File: config.mk
export PLATFORM = sky130hd
export DESIGN_NAME = reset_boot_seq
export DESIGN_NICKNAME = d
export VERILOG_FILES = /design/src/rtl/rbs_pkg.sv /design/src/rtl/rbs_hold_timer.sv /design/src/rtl/rbs_seq_fsm.sv /design/src/rtl/rbs_out_decode.sv /design/src/rtl/reset_boot_seq.sv
export SDC_FILE = /design/constraint.sdc
export NUM_CORES = 1
export LEC_CHECK = 0
export BUFFER_PORTS_ARGS = -buffer_cell sky130_fd_sc_hd__clkbuf_2
export CORE_UTILIZATION = 54
export DETAILED_ROUTE_END_ITERATION = 10
export GPL_ROUTABILITY_DRIVEN = 1
export PLACE_DENSITY = 0.81
export SLEW_MARGIN = 20
export SYNTH_ARGS = -nofsm -noshare
export SYNTH_HDL_FRONTEND = slang
export SYNTH_SLANG_ARGS = --single-unit
File: constraint.sdc
create_clock -name clk -period 2.5 [get_ports clk]
set_input_delay 0.25 -clock clk [delete_from_list [all_inputs] [get_ports clk]]
set_output_delay 0.25 -clock clk [all_outputs]
set_load 0.02 [all_outputs]
File: src/rtl/rbs_pkg.sv
package rbs_pkg;
  typedef enum logic [2:0] {
    ST_RESET, ST_LOCK, ST_INIT, ST_BUSHOLD, ST_KICK, ST_LOADWAIT, ST_RUN
  } seq_state_e;

  // width of a counter that must reach n-1
  function automatic int unsigned lock_cnt_w(int unsigned n);
    return (n < 2) ? 1 : $clog2(n);
  endfunction

  // strap value 0 requests a boot load
  function automatic logic boot_wanted(logic strap);
    return (strap == 1'b0);
  endfunction

  // target after the init strobes once the bus is free
  function automatic seq_state_e after_init(logic strap);
    return boot_wanted(strap) ? ST_KICK : ST_RUN;
  endfunction
endpackage

File: src/rtl/rbs_hold_timer.sv
module rbs_hold_timer #(
  parameter int unsigned HOLD_CYCLES = 2000
) (
  input  logic clk,
  input  logic rst_n,
  input  logic run,
  output logic done
);
  import rbs_pkg::*;
  localparam int unsigned CW = lock_cnt_w(HOLD_CYCLES);
  localparam logic [CW-1:0] LAST = CW'(HOLD_CYCLES - 1);

  logic [CW-1:0] cnt_q;

  always_ff @(posedge clk or negedge rst_n) begin
    if (!rst_n)      cnt_q <= '0;
    else if (!run)   cnt_q <= '0;
    else if (!done)  cnt_q <= cnt_q + 1'b1;
  end

  assign done = run && (cnt_q == LAST);
endmodule

File: src/rtl/rbs_seq_fsm.sv
module rbs_seq_fsm
  import rbs_pkg::*;
(
  input  logic       clk,
  input  logic       rst_n,
  input  logic       por,
  input  logic       boot_strap,
  input  logic       bus_req,
  input  logic       boot_done,
  input  logic       hold_done,
  output seq_state_e state
);
  seq_state_e nxt;

  always_comb begin
    nxt = state;
    unique case (state)
      ST_RESET:    nxt = por ? ST_LOCK : ST_INIT;
      ST_LOCK:     if (hold_done) nxt = ST_INIT;
      ST_INIT,
      ST_BUSHOLD:  nxt = bus_req ? ST_BUSHOLD : after_init(boot_strap);
      ST_KICK:     nxt = ST_LOADWAIT;
      ST_LOADWAIT: if (boot_done) nxt = ST_RUN;
      ST_RUN:      nxt = ST_RUN;
      default:     nxt = ST_RESET;
    endcase
  end

  always_ff @(posedge clk or negedge rst_n) begin
    if (!rst_n) state <= ST_RESET;
    else        state <= nxt;
  end
endmodule

File: src/rtl/rbs_out_decode.sv
module rbs_out_decode
  import rbs_pkg::*;
#(
  parameter int unsigned ADDR_W     = 14,
  parameter int unsigned START_ADDR = 0
) (
  input  seq_state_e        state,
  output logic              clr_stacks,
  output logic              mask_irqs,
  output logic              clr_mode,
  output logic              boot_start,
  output logic              fetch_en,
  output logic [ADDR_W-1:0] fetch_addr
);
  logic init_cyc;
  assign init_cyc   = (state == ST_INIT);
  assign clr_stacks = init_cyc;
  assign mask_irqs  = init_cyc;
  assign clr_mode   = init_cyc;
  assign boot_start = (state == ST_KICK);
  assign fetch_en   = (state == ST_RUN);
  assign fetch_addr = fetch_en ? ADDR_W'(START_ADDR) : '0;
endmodule

File: src/rtl/reset_boot_seq.sv
module reset_boot_seq #(
  parameter int unsigned HOLD_CYCLES = 2000,
  parameter int unsigned ADDR_W      = 14,
  parameter int unsigned START_ADDR  = 0
) (
  input  logic              clk,
  input  logic              rst_n,
  input  logic              por,
  input  logic              boot_strap,
  input  logic              bus_req,
  input  logic              boot_done,
  output logic              clr_stacks,
  output logic              mask_irqs,
  output logic              clr_mode,
  output logic              boot_start,
  output logic              fetch_en,
  output logic [ADDR_W-1:0] fetch_addr
);
  import rbs_pkg::*;

  seq_state_e seq_state;
  logic       lock_run;
  logic       hold_done;

  assign lock_run = (seq_state == ST_LOCK);

  rbs_hold_timer #(.HOLD_CYCLES(HOLD_CYCLES)) u_timer (
    .clk(clk), .rst_n(rst_n), .run(lock_run), .done(hold_done)
  );

  rbs_seq_fsm u_fsm (
    .clk(clk), .rst_n(rst_n), .por(por), .boot_strap(boot_strap),
    .bus_req(bus_req), .boot_done(boot_done), .hold_done(hold_done),
    .state(seq_state)
  );

  rbs_out_decode #(.ADDR_W(ADDR_W), .START_ADDR(START_ADDR)) u_dec (
    .state(seq_state), .clr_stacks(clr_stacks), .mask_irqs(mask_irqs),
    .clr_mode(clr_mode), .boot_start(boot_start), .fetch_en(fetch_en),
    .fetch_addr(fetch_addr)
  );
endmodule

==> results by group <==
Worst setup path
  – Crit path to: clr_mode
  – Slowest stage delay, CP: 0.50 ns
  – Most frequent CP cell: nor2b_1
  – Worst path cell trace: nor2b_1 > nor2b_1 > clkbuf_2
  – WP data arrival: 1.39 ns
  – Worst Setup End Kind: output pin
  – Origin of the worst setup path: u_fsm.state[1]$_DFFE_PN0P_
  – Worst path slowest cell: dfrtp_1
  – FF-to-FF End: u_timer.cnt_q[8]$_DFFE_PN0P_
  – Worst EP required: 2.25 ns
  – R2R cell count: 4
  – FF-to-FF setup slack: 0.99 ns
  – Critical path buffers and inverters: 1
  – R2r startpoint: u_timer.cnt_q[0]$_DFFE_PN0P_
  – Setup crit start kind: register
  – Setup CP Type: register to output pin
  – WP depth: 3
  – Crit-path leading delay family: flip-flops
  – Crit Path Max Fanout: 9

Route
  – Post-route DRC: 0
  – TritonRoute pass-1 iters: 4
  – Drt wl/cell: 13.0 um
  – Vias per cell: 5.70
  – Total wire length: 1.56 mm
  – Routed Antenna Nets: 0
  – Overall via count from detail_route: 684
  – Initial drt markers: 13

Synthesis
  – Number of synthesized register bits: 14
  – Count of cell types in the netlist: 33
  – Synthesized instance count: 95
  – Post-synthesis cell area: 882 um2
  – Syn Area/Cell: 9.29 um2
  – Synth warn: 0
  – Seq/Total Area, Yosys: 0.397

Clock network
  – Clk_lat worst skew: 0.28 ns
  – CTS sink count: 14
  – Clock root buffer: clkbuf_4
  – Post-CTS sizing: 0
  – H-Tree Depth: 1
  – CTS tree: built
  – CTS buffer count: 3
  – Worst-path clk slew: 0.08 ns
  – Clock Tree Buf Depth: 2

Die
  – Row Count: 14
  – Initial core utilization: 0.579
  – Width of the die: 42.4 um
  – Die area: 1800 um2
  – Core ar.: 1520 um2
  – Die height: 42.4 um
  – I/O pins: 25

Global route
  – First-pass GRT wire length: 2.80 mm
  – Met1 GRT Util: 0.265
  – Peak-usage layer in the global routing report: met2
  – GRT Util Overall: 0.207
  – Total gr overflow: 0
  – GR Layer Usage met3: 0.0560
  – Initial antenna violation count: 0
  – Vias in the first global route: 616
  – Largest net degree at the start of global routing: 15
  – Met2 usage: 0.323

STA
  – Max_slew headroom: 0.649
  – Setup violations, final: 0
  – Total negative slack: 0 ns
  – Minimum clock period: 1.64 ns
  – Max Freq: 610 MHz
  – Worst setup margin: 0.859 ns
  – RSZ-0062 raised after global routing: no
  – Worst-Margin Slew: 0.525 ns
  – Final clock skew: 0.00887 ns
  – Final period utilization: 0.656
  – Max-slew violation count: 0
  – Final Hold Fails: 0

Placement
  – Detailed Place HPWL: 1.14 mm
  – Pre-CTS setup slack: 0.995 ns
  – Input/output buffers: 10
  – Gpl congestion: 0.818

Worst hold path
  – Min-delay src: bus_req
  – Hold Path Class: primary input to register

Pwr
  – Logic pwr share: 0.338
  – Switch share: 0.400
  – Leak: 0.000407 uW
  – Clock share of power: 0.186
  – Sequential Power Share: 0.476
  – Int Power: 403 uW
  – Worst vdd ir: 457 uV
  – Pwr Total: 672 uW
  – PwrDens: 744 nW/um2
  – Sw Pwr: 269 uW

Status
  – Status: finished clean

Cells and area
  – Most frequent cells in the layout: conb_1, dfrtp_1, clkbuf_2
  – # diodes: 0
  – Post-layout util: 0.593
  – Share of layout cells above drive strength 1: 0.154
  – Net count, final: 113
  – Layout area overhead: 2.41%

Job
  – Max-cap violations: 0
==> worst register-to-register path, cell delays in order (launching register included) <==
cell and delay (ns):
dfrtp_1 0.40, ha_1 0.22, nand3_1 0.18, or4_1 0.51, a21oi_1 0.15
==> through the flow <==
step                      instances  area [um2]  hold slack (ns)
final                           120         903            0.224
after global placement          116         871            0.168
after CTS                       120         903            0.221
after floorplan                 108         931          -0.0456
after detailed placement        116         871            0.173
after global routing            120         903            0.235
==> flip-flops by register name, summed over array words and instances (netlist names) <==
| signal | flops |
|---|---|
| u_timer.cnt_q | 11 |
| u_fsm.state | 3 |
==> final cells by class <==
class,count,area [um2]
clock buffer,3,22.5
fill,136,621
inverter,3,11.3
multi-input combinational,73,439
sequential,14,350
tap,16,20.0
timing repair buffer,11,60.1
==> cells by family (layout without fill, tap and decap cells) <==
family,count (synthesis),after routing,synth area share
and+or+nand+nor,32,32,0.226
AOI/OAI and AO/OA,23,23,0.166
buffers and inverters,21,17,0.160
DFF,14,14,0.397
muxes,2,2,0.0227
adders and majority gates,1,1,0.0142
other,1,14,0.00425
xor gates and xnor gates,1,1,0.00993
==> synth_stat cells (all sizes together) <==
cell | n | area share
o21ai | 2 | 0.011
nor3b | 3 | 0.031
and3 | 2 | 0.016
o21bai | 1 | 0.0085
or4 | 4 | 0.034
nor2b | 2 | 0.014
and3b | 1 | 0.0099
inv | 3 | 0.013
a21oi | 7 | 0.040
a31oi | 5 | 0.035
o31ai | 4 | 0.034
a21boi | 1 | 0.0085
nand4 | 2 | 0.014
buf | 18 | 0.15
nand2b | 2 | 0.014
ha | 1 | 0.014
conb | 1 | 0.0043
o21a | 1 | 0.0085
nor2 | 1 | 0.0043
nor3 | 2 | 0.011
mux2i | 2 | 0.023
a211oi | 1 | 0.0085
or3 | 2 | 0.014
nand3 | 3 | 0.023
a221o | 1 | 0.011
xnor2 | 1 | 0.0099
nand2 | 7 | 0.030
dfrtp | 14 | 0.40
and4 | 1 | 0.0099
==> layer usage <==
layer	vias up	routed length [um]
li1	338	-
met1	317	705
met2	25	749
met3	4	76
met4	0	30
met5	-	0
==> power by group through the flow <==
stage | clock (uW) | combinational, uW | sequential (uW)
after floorplan | 0 | 245 | 279
after global placement | 0 | 222 | 319
after detailed placement | 0 | 228 | 323
after CTS | 130 | 229 | 318
after global routing | 138 | 253 | 331
final | 125 | 227 | 319
==> what timing repair did <==
action,CTS,global route
hold buffers,1,0
hold endpoints to repair,14,0
setup buffers,0,0
==> how the worst min path moves through the flow <==
stage / end / slack, ns / depth (start not counted)
6_report: u_fsm.state[0]$_DFFE_PN0P_ / 0.22 / 2
5_1_grt: u_fsm.state[0]$_DFFE_PN0P_ / 0.24 / 2
4_1_cts: u_fsm.state[0]$_DFFE_PN0P_ / 0.22 / 2
3_5_place_dp: u_timer.cnt_q[9]$_DFFE_PN0P_ / 0.17 / 1
3_3_place_gp: u_timer.cnt_q[9]$_DFFE_PN0P_ / 0.17 / 1
2_1_floorplan: u_fsm.state[0]$_DFFE_PN0P_ / -0.05 / 0
Power figures use the tool's default switching activity.
